## config.mk

```make
export PLATFORM = sky130hd
export DESIGN_NAME = cmp_out_filter
export DESIGN_NICKNAME = d
export VERILOG_FILES = /design/src/rtl/cof_pkg.sv /design/src/rtl/cof_rst_sync.sv /design/src/rtl/cof_sync.sv /design/src/rtl/cof_ctrl_reg.sv /design/src/rtl/cof_agree_filter.sv /design/src/rtl/cmp_out_filter.sv
export SDC_FILE = /design/constraint.sdc
export NUM_CORES = 1
export LEC_CHECK = 0
export ABC_AREA = 1
export BUFFER_PORTS_ARGS = -buffer_cell sky130_fd_sc_hd__buf_2
export CAP_MARGIN = 20
export CORE_MARGIN = 5
export CORE_UTILIZATION = 50
export DETAILED_ROUTE_END_ITERATION = 8
export GPL_TIMING_DRIVEN = 0
export HOLD_SLACK_MARGIN = 0.12
export PLACE_DENSITY = 0.92
export SYNTH_ARGS = -nofsm -noshare
export SYNTH_HDL_FRONTEND = slang
export SYNTH_SLANG_ARGS = --single-unit
```

## constraint.sdc

```tcl
create_clock -name clk -period 1.3 [get_ports clk]
set_input_delay 0 -clock clk [delete_from_list [all_inputs] [get_ports clk]]
set_output_delay 0 -clock clk [all_outputs]
set_load 0.1 [all_outputs]
```

## src/rtl/cof_pkg.sv

```systemverilog
package cof_pkg;
  localparam int REG_W    = 8;
  localparam int CNT_W    = 3;
  localparam int HYST_W   = 2;
  localparam int CNT_LSB  = 4;
  localparam int HYST_LSB = 0;
  localparam int SYNC_STAGES = 2;

  localparam logic [REG_W-1:0] CNT_MASK  = REG_W'(((1 << CNT_W) - 1) << CNT_LSB);
  localparam logic [REG_W-1:0] HYST_MASK = REG_W'(((1 << HYST_W) - 1) << HYST_LSB);
  localparam logic [REG_W-1:0] RSVD_MASK = ~(CNT_MASK | HYST_MASK);

  typedef struct packed {
    logic [CNT_W-1:0]  cnt;
    logic [HYST_W-1:0] hyst;
  } cof_cfg_t;
endpackage

```

## src/rtl/cof_rst_sync.sv

```systemverilog
module cof_rst_sync #(
  parameter int STAGES = 2
) (
  input  logic clk,
  input  logic arst_n,
  output logic rst_sync_n
);
  logic [STAGES-1:0] sh_q;
  logic [STAGES-1:0] sh_d;

  always_comb begin
    sh_d = {sh_q[STAGES-2:0], 1'b1};
  end

  always_ff @(posedge clk or negedge arst_n) begin
    if (!arst_n) sh_q <= '0;
    else         sh_q <= sh_d;
  end

  assign rst_sync_n = sh_q[STAGES-1];
endmodule

```

## src/rtl/cof_sync.sv

```systemverilog
module cof_sync #(
  parameter int STAGES = 2
) (
  input  logic clk,
  input  logic rst_n,
  input  logic d,
  output logic q
);
  logic [STAGES-1:0] sh_q;
  logic [STAGES-1:0] sh_d;

  always_comb begin
    sh_d = {sh_q[STAGES-2:0], d};
  end

  always_ff @(posedge clk or negedge rst_n) begin
    if (!rst_n) sh_q <= '0;
    else        sh_q <= sh_d;
  end

  assign q = sh_q[STAGES-1];
endmodule

```

## src/rtl/cof_ctrl_reg.sv

```systemverilog
module cof_ctrl_reg
  import cof_pkg::*;
(
  input  logic             clk,
  input  logic             rst_n,
  input  logic             wr_en,
  input  logic [REG_W-1:0] wr_data,
  output cof_cfg_t         cfg,
  output logic [REG_W-1:0] rd_data,
  output logic             cnt_change
);
  cof_cfg_t cfg_q;
  cof_cfg_t cfg_d;
  logic [CNT_W-1:0] wr_cnt;
  logic             unused_rsvd;

  assign wr_cnt      = wr_data[CNT_LSB +: CNT_W];
  assign unused_rsvd = ^(wr_data & RSVD_MASK);

  always_comb begin
    cfg_d = cfg_q;
    if (wr_en) begin
      cfg_d.cnt  = wr_cnt;
      cfg_d.hyst = wr_data[HYST_LSB +: HYST_W];
    end
  end

  always_ff @(posedge clk or negedge rst_n) begin
    if (!rst_n) cfg_q <= '0;
    else        cfg_q <= cfg_d;
  end

  always_comb begin
    cnt_change = wr_en && (wr_cnt != cfg_q.cnt);
  end

  always_comb begin
    rd_data = '0;
    rd_data[CNT_LSB +: CNT_W]   = cfg_q.cnt;
    rd_data[HYST_LSB +: HYST_W] = cfg_q.hyst;
  end

  assign cfg = cfg_q;
endmodule

```

## src/rtl/cof_agree_filter.sv

```systemverilog
module cof_agree_filter #(
  parameter int CNT_W = 3
) (
  input  logic             clk,
  input  logic             rst_n,
  input  logic             smp,
  input  logic             strobe,
  input  logic [CNT_W-1:0] n,
  input  logic             ext_mode,
  input  logic             clr,
  output logic             filt
);
  logic             out_q, out_d;
  logic [CNT_W-1:0] agr_q, agr_d;
  logic [CNT_W-1:0] agr_inc;
  logic             disabled;
  logic             presented;

  assign disabled  = (n == '0);
  assign agr_inc   = agr_q + CNT_W'(1);
  assign presented = disabled ? (ext_mode ? 1'b0 : smp) : out_q;

  always_comb begin
    out_d = out_q;
    agr_d = agr_q;
    if (disabled) begin
      out_d = presented;
      agr_d = '0;
    end else if (clr) begin
      agr_d = '0;
    end else if (strobe) begin
      if (smp == out_q) begin
        agr_d = '0;
      end else if (agr_inc >= n) begin
        out_d = ~out_q;
        agr_d = '0;
      end else begin
        agr_d = agr_inc;
      end
    end
  end

  always_ff @(posedge clk or negedge rst_n) begin
    if (!rst_n) begin
      out_q <= 1'b0;
      agr_q <= '0;
    end else begin
      out_q <= out_d;
      agr_q <= agr_d;
    end
  end

  assign filt = presented;
endmodule

```

## src/rtl/cmp_out_filter.sv

```systemverilog
module cmp_out_filter
  import cof_pkg::*;
(
  input  logic              clk,
  input  logic              rst_n,
  input  logic              wr_en,
  input  logic [REG_W-1:0]  wr_data,
  output logic [REG_W-1:0]  rd_data,
  input  logic              cmp_raw,
  input  logic              samp_en,
  input  logic              ext_sample,
  input  logic              tick,
  output logic              filt_out,
  output logic [HYST_W-1:0] hyst_lvl
);
  logic     rst_sync_n;
  logic     cmp_s;
  logic     strobe;
  logic     cnt_change;
  cof_cfg_t cfg;

  cof_rst_sync #(.STAGES(2)) rst_i (
    .clk(clk), .arst_n(rst_n), .rst_sync_n(rst_sync_n)
  );

  cof_sync #(.STAGES(SYNC_STAGES)) sync_i (
    .clk(clk), .rst_n(rst_sync_n), .d(cmp_raw), .q(cmp_s)
  );

  cof_ctrl_reg reg_i (
    .clk(clk), .rst_n(rst_sync_n), .wr_en(wr_en), .wr_data(wr_data),
    .cfg(cfg), .rd_data(rd_data), .cnt_change(cnt_change)
  );

  always_comb begin
    strobe = samp_en ? ext_sample : tick;
  end

  cof_agree_filter #(.CNT_W(CNT_W)) filt_i (
    .clk(clk), .rst_n(rst_sync_n), .smp(cmp_s), .strobe(strobe),
    .n(cfg.cnt), .ext_mode(samp_en), .clr(cnt_change), .filt(filt_out)
  );

  assign hyst_lvl = cfg.hyst;
endmodule

```

* After elaboration in Yosys (flattened, before gate mapping)
Cells that the tools add are included.
** Word-level totals
- Output and inout bits :: 11
- Logic and storage cells :: 32
- Flip-flop bits (word level) :: 13
** Cells by class
- Add/subtract/negate cells :: 1
- Bitwise gates (word level) :: 1
- Multiplexer cells :: 13
- Equal/unequal tests :: 4
- Magnitude comparators :: 1
- Reductions and logical operators :: 6
** Operators by type and width (count)
- 3-bit two-way mux :: 5
- 1-bit two-way mux :: 8
- 2-bit by 1-bit inequality test with 1-bit output (second input constant) :: 2
- 4-bit AND reduction :: 1
- 2-bit nonzero test :: 2
- 3-bit by 1-bit adder with 3-bit output (second input constant) :: 1
- 3-bit greater-or-equal comparator :: 1
- 3-bit logical NOT :: 1
- 3-bit inequality test :: 1
- 3-bit nonzero test :: 1
- 1-bit == test :: 1
- 1-bit logical AND :: 1
- 1-bit inverter :: 1

* Depth between registers and ports, before layout
Gate-level depths: netlist of the first run.
- Word-level depth :: 7
- Mapped depth :: 11
- Mapped depth without buffers :: 11

* Hierarchy
From an unflattened synthesis of the first run, not the netlist that was laid out.
** Unflattened totals
- Cells, all modules :: 106
- Area total of the unflattened synthesis :: 792.0 µm²
** By module, submodules not included
- cof_agree_filter :: area an instance 371.6 µm², sequential area each 100.1 µm², times used 1, cells each 55
- cof_ctrl_reg :: area an instance 301.5 µm², sequential area each 125.1 µm², times used 1, cells each 42
- cof_rst_sync :: area an instance 53.8 µm², sequential area each 50.0 µm², times used 1, cells each 3
- cof_sync :: area an instance 50.0 µm², sequential area each 50.0 µm², times used 1, cells each 2
- cmp_out_filter :: area an instance 15.0 µm², sequential area each 0.0 µm², times used 1, cells each 4

* Worst setup path before layout of the first run
No wires, ideal clock.
- Path type :: flip-flop to output port
- From :: register reg_i.cfg_q, in the netlist reg_i.cfg[4]
- To :: output filt_out
- Arrival :: 3.418 ns
- Path buffers :: 0
- Stages on the path, launching flop included :: 5
- Required time :: 1.300 ns
- Setup slack :: -2.118 ns
- Cells stage by stage :: dfrtp_1 -> inv_1 -> nand3_2 -> inv_2 -> o21ai_0
** On the way
- Cells in the longest elaborated chain, start to end :: 2
** Ends and longest elaborated chain
- from (decl) :: RTL line cof_ctrl_reg.sv:12 : cof_cfg_t cfg_q;
- from (signal assigned) :: RTL line cof_ctrl_reg.sv:30 : else cfg_q <= cfg_d;
- 3-bit logical NOT :: RTL line cof_agree_filter.sv:19 : assign disabled = (n == '0);
- 1-bit two-way mux :: RTL line cof_agree_filter.sv:21 : assign presented = disabled ? (ext_mode ? 1'b0 : smp) : out_q;
- to (decl) :: RTL line cmp_out_filter.sv:13 : output logic filt_out,
Every way passes these cells.

* Worst setup path after layout of the first run
- From :: register filt_i.agr_q[1]
- To :: register filt_i.out_q
** On the way
- Cells in the longest elaborated chain, start to end :: 4
** Ends and longest elaborated chain
- from (decl) :: RTL line cof_agree_filter.sv:14 : logic [CNT_W-1:0] agr_q, agr_d;
- from (signal assigned) :: RTL line cof_agree_filter.sv:49 : agr_q <= agr_d;
- 3-bit by 1-bit adder with 3-bit output :: RTL line cof_agree_filter.sv:20 : assign agr_inc = agr_q + CNT_W'(1);
- 3-bit greater-or-equal comparator :: RTL line cof_agree_filter.sv:34 : end else if (agr_inc >= n) begin
- 2-bit nonzero test (no line)
- 4-bit AND reduction (no line)
- to (signal assigned) :: RTL line cof_agree_filter.sv:48 : out_q <= out_d;
- to (decl) :: RTL line cof_agree_filter.sv:13 : logic out_q, out_d;
Every way passes these cells.
A chain may end at the register's enable or synchronous reset.

==> results of run 1 <==
[per-stage QoR]
stage	setup slack, ns	instances
floorplan	-0.278	93
global placement	-0.377	127
detailed placement	-0.439	127
CTS	-0.374	149
global route	-0.539	150
finish	-0.461	150
[final cells by class]
type                            instances  area, um2
Multi-Input combinational cell         61        399
Fill cell                              84        308
Clock buffer                            4       26.3
Tap cell                               16       20.0
Timing Repair Buffer                   37        278
Buffer                                  6       45.0
Inverter                               13       58.8
Sequential cell                        13        337
[kinds of logic after synthesis]
family / synth area share
AOI/OAI and AO/OA: 0.0400
buffers and inverters: 0.122
muxes: 0.0300
other: 0.0100
adders and majority gates: 0.0667
xor gates and xnor gates: 0.0350
and+or+nand+nor: 0.263
DFF: 0.433
[what timing repair did]
| item | 4_1_cts | 5_1_grt |
|---|---|---|
| endpoints found under the setup margin | 5 | 8 |
| endpoints found under the hold margin | 8 | 0 |
| hold buffers | 12 | 0 |
| pin swaps | 6 | 4 |
| resized for setup | 12 | 7 |
| buffers inserted | 6 | 1 |
[registers in the layout, summed over array words and instances, names as in the netlist]
name          count
reg_i.cfg         5
filt_i.agr_q      3
rst_i.sh_q        2
sync_i.sh_q       2
filt_i.out_q      1
[cell usage in the layout, fill, tap and decap left out]
master         instances
nand3_1                4
dfrtp_2                3
mux2_2                 2
xnor2_1                2
nand4_1                3
o21ai_0                3
nand3_2                2
o21ai_1                1
nand2_2                4
inv_1                  7
buf_2                 17
nand3b_1               1
dfrtp_1                8
inv_2                  3
nor2_2                 3
inv_4                  2
buf_4                 13
o21ai_4                1
a21oi_2                1
nand3_4                1
conb_1                 4
nand2_1               19
nor2_1                 4
ha_2                   1
nand2_4                1
ha_4                   1
clkbuf_1               1
buf_12                 1
ha_1                   2
xor2_1                 1
clkbuf_4               3
inv_6                  1
dfrtp_4                2
dlygate4sd3_1         12
[routing by layer]
metal  routed length, um  track usage  share of wire
met3                 170       0.0337          0.069
met2                1200        0.350           0.49
met5                   0            0              0
met1                 945        0.230           0.39
met4                 129        0.121          0.053
[power by group]
part           internal, W  switching, W
Combinational     0.000258      0.000538
Clock             0.000119      0.000133
Sequential        0.000451     0.0000476
Total             0.000827      0.000720
[synth_stat cells]
library cell and instances:
mux2_2 2, nand3b_1 1, buf_2 1, o21ai_1 1
xor2_1 1, dfrtp_1 13, nand4_1 3, nor2_2 3
nand2_1 23, inv_1 9, nor2_1 4, inv_2 4
xnor2_1 2, buf_4 5, a21oi_1 1, nand3_1 6
ha_1 4, nand2_4 1, o21ai_0 4, conb_1 2
nand3_2 1
[worst min-delay path by stage]
stage | start | endpoint | slack (ns) | cells after the start
after CTS | samp_en | filt_i.out_q | 0.13 | 3
after global routing | rst_i.sh_q[1] | filt_i.agr_q[2] | 0.23 | 0
after detailed placement | rst_n | rst_i.sh_q[0] | -0.21 | 1
after global placement | rst_n | rst_i.sh_q[1] | -0.22 | 1
final | rst_i.sh_q[1] | filt_i.agr_q[2] | 0.18 | 0
after floorplan | rst_n | rst_i.sh_q[0] | -0.30 | 0
[worst max-delay path, stage by stage, from the launching register on]
cell	delay (ns)
dfrtp_1	0.41
ha_2	0.20
xnor2_1	0.12
inv_1	0.09
ha_4	0.28
nand2_2	0.06
inv_2	0.07
a21oi_2	0.07
nor2_2	0.10
nand2_1	0.07
nand2_2	0.07
nand3_2	0.08
==> metrics.txt, run 1 <==
status=finished with violations; failing checks=negative setup slack; part of the Yosys area used for sequential elements=0.433; total track usage=0.203; Mean Syn Cell Area=8.25 um2; Max Freq=0.568 GHz; worst-case clock buffer depth=2; Clk pin slew, worst setup/hold paths=0.09 ns; post-synthesis cell area=751 um2; type of the worst setup path=reg -> reg; htree depth=1; Die X=48.8 um; Crit. Startpoint=filt_i.agr_q[1]; DR pass1 iterations=4; gr ovfl total=0; Vias=799; vias in the first global route=825; Clock Skew=0.0113 ns; Final Setup Violations=5; crit-path max FO=2; Worst setup SP type=flip-flop; RSZ-0062 raised after global routing=true; final weighted congestion in routability-driven placement=0.730; layout cells sized above 1=0.463; reg2reg end=filt_i.out_q; clock sink total=13; Final Cycle Share=1.35; setup ws final=-0.461 ns; R2R depth=11; final core occ=0.791; post-layout min period=1.76 ns; Max VDD drop=1200 uV; die area=0.00238 mm2; CP Capture Type=flip-flop; Yosys reg bits=13; Via density=5.33; unique cell type count in the Yosys netlist=21; drt drc=0; drt wl/cell=16.3 um; initial antenna violation count=0; synth warn=0; Slew Limit Fails=0; global-route wire length before repair=3800 um; Setup crit end=filt_i.out_q; total power=0.00155 W; FF-to-FF setup slack=-0.46 ns; # rows=14; Inserted Clock Buffers=3; area of the core=0.00147 mm2; nets=154; Chip Height=48.8 um; Arr. time, crit path=1.91 ns; HPWL after DPL=1270 um; reg2reg start=filt_i.agr_q[1]; PortBufs=18; Hold Violations, Final=0; Power Density=1330 mW/mm2; CTS tree=yes; maximum number of pins on one net before global-route repair=12; Mapped Cells=91; Final ANT Viol Nets=0; Area after DPL=897 um2; I/O pins=26; design area=0.00116 mm2; total of max-cap violations=0; Setup Total Neg Slack=-1.83 ns; Routed Wire Length=2450 um; antenna diode instance count=0; CP required=1.45 ns; leakage=0.612 nW; initial core utilization=0.510; post-synth top area cell=dfrtp_1; HP Class=reg -> async; Root Buffer=clkbuf_4; post-synth top area share=0.433; WHS=0.179 ns; Iter 0 DRT Violations=37; clk_lat worst skew=0.28 ns; most area-consuming cells after synthesis=dfrtp_1 43%, nand2_1 12%, ha_1 6.7%, buf_4 5.0%, inv_1 4.5%; area grow syn2layout=55.0%
No activity file was read; power rests on OpenSTA's default activity.
==> inputs of run 2 (changes only) <==
HOLD_SLACK_MARGIN = 0.02   (was 0.12)
PLACE_DENSITY = 0.87   (was 0.92)
==> metrics.txt, run 2 (synthesized netlist as in run 1, its figures left out) <==
Via density=5.02; critical path's top delay family=adder cells; max reg flops=5; Root Buffer=clkbuf_4; Chip Height=48.8 um; Arr. time, crit path=1.86 ns; HP Class=in -> reg; Inserted Clock Buffers=3; vias in the first global route=680; leakage=0.595 nW; HPWL after DPL=1100 um; crit path cell chain=ha_2, xnor2_2, inv_2, ha_4, nand2_2, inv_2, a21oi_2, nor2_2, nand2_1, nand2_1, nand3_1; total power=0.00152 W; type of the worst setup path=reg -> reg; CP Capture Type=flip-flop; Slew Limit Fails=0; global-route wire length before repair=3020 um; antenna diode instance count=0; layout cells sized above 1=0.477; total of max-cap violations=0; area grow syn2layout=50.7%; total track usage=0.158; CTS tree=yes; Iter 0 DRT Violations=18; initial core utilization=0.510; Max Freq=0.587 GHz; htree depth=1; Final Setup Violations=5; DR pass1 iterations=4; crit-path max FO=2; gr ovfl total=0; Die X=48.8 um; worst-case clock buffer depth=2; maximum number of pins on one net before global-route repair=12; Final ANT Viol Nets=0; area of the core=0.00147 mm2; CP max-delay cell=dfrtp_1; Routed Wire Length=2040 um; Worst setup SP type=flip-flop; slowest cell delay on critical path=0.42 ns; Max VDD drop=1070 uV; nets=152; clock sink total=13; commonest non-fill, non-tap cell in the layout=nand2_1; crit path buf inv count=2; I/O pins=26; final weighted congestion in routability-driven placement=0.727; Final Cycle Share=1.31; # rows=14; drt wl/cell=13.8 um; post-layout min period=1.70 ns; Power Density=1350 mW/mm2; Clock Skew=0.00678 ns; pre-CTS WS=-0.428 ns; Vias=743; Hold Violations, Final=0; RSZ-0062 raised after global routing=true; Clk pin slew, worst setup/hold paths=0.09 ns; clk_lat worst skew=0.28 ns; initial antenna violation count=0; status=finished with violations; most frequent cells in the layout=20 x nand2_1, 18 x buf_2, 14 x buf_4; drt drc=0; CP required=1.46 ns; setup ws final=-0.404 ns; PortBufs=18; failing checks=negative setup slack; die area=0.00238 mm2
-- run 2: area by class of cell --
class | count | area, um2
Multi-Input combinational cell | 61 | 394
Sequential cell | 13 | 337
Buffer | 6 | 42.5
Timing Repair Buffer | 35 | 253
Fill cell | 92 | 340
Inverter | 13 | 58.8
Clock buffer | 4 | 26.3
Tap cell | 16 | 20.0
-- run 2: metal layers --
metal | vias up | share of wire | routed length [um] | GRT usage
li1 | 357 | - | - | -
met1 | 361 | 0.42 | 851 | 0.202
met2 | 25 | 0.54 | 1090 | 0.259
met3 | 0 | 0.047 | 95 | 0.0429
met4 | 0 | 0 | 0 | 0.0493
met5 | - | 0 | 0 | 0
-- run 2: timing repair --
| item | 4_1_cts | 5_1_grt |
|---|---|---|
| endpoints found under the setup margin | 5 | 5 |
| buffers inserted | 9 | 0 |
| gates resized for setup | 11 | 5 |
| endpoints found under the hold margin | 8 | 2 |
| hold buffers | 7 | 1 |
| pin swaps | 5 | 2 |
| gates cloned | 0 | 0 |
-- run 2: path summary, 6_finish.rpt --
| check | from | endpoint | slack (ns) | depth (start not counted) |
|---|---|---|---|---|
| max reg2reg | filt_i.agr_q[1] | filt_i.out_q | -0.40 | 11 |
| min in group asynchronous | rst_i.sh_q[1] | sync_i.sh_q[0] | 0.18 | 0 |
| min reg2reg | rst_i.sh_q[1] | sync_i.sh_q[0] | 0.18 | 0 |
| max in group asynchronous | rst_n | rst_i.sh_q[0] | 0.63 | 3 |
| max | filt_i.agr_q[1] | filt_i.out_q | -0.40 | 11 |
| min | wr_en | reg_i.cfg[3] | 0.1 | 3 |
-- run 2: report_power, final --
group | leakage, nW | switching [W] | total [W] | internal (W)
Sequential | 0.155 | 0.0000455 | 0.000496 | 0.000451
Combinational | 0.425 | 0.000510 | 0.000766 | 0.000256
Clock | 0.0150 | 0.000142 | 0.000260 | 0.000119
-- run 2: through the flow --
step	TNS (ns)	utilization	cells	instance area [um2]	hold slack [ns]
5_1_grt	-2.03	0.769	148	1130	0.0916
4_1_cts	-1.35	0.752	147	1110	0.0276
2_1_floorplan	-1.14	-	93	787	-0.296
6_report	-1.61	0.769	148	1130	0.0966
3_5_place_dp	-1.65	0.610	127	897	-0.214
3_3_place_gp	-1.51	0.610	127	897	-0.216
-- run 2: tightest hold or removal path, stage by stage --
cell	delay (ns)
buf_2	0.16
nand2_1	0.08
o21ai_0	0.09
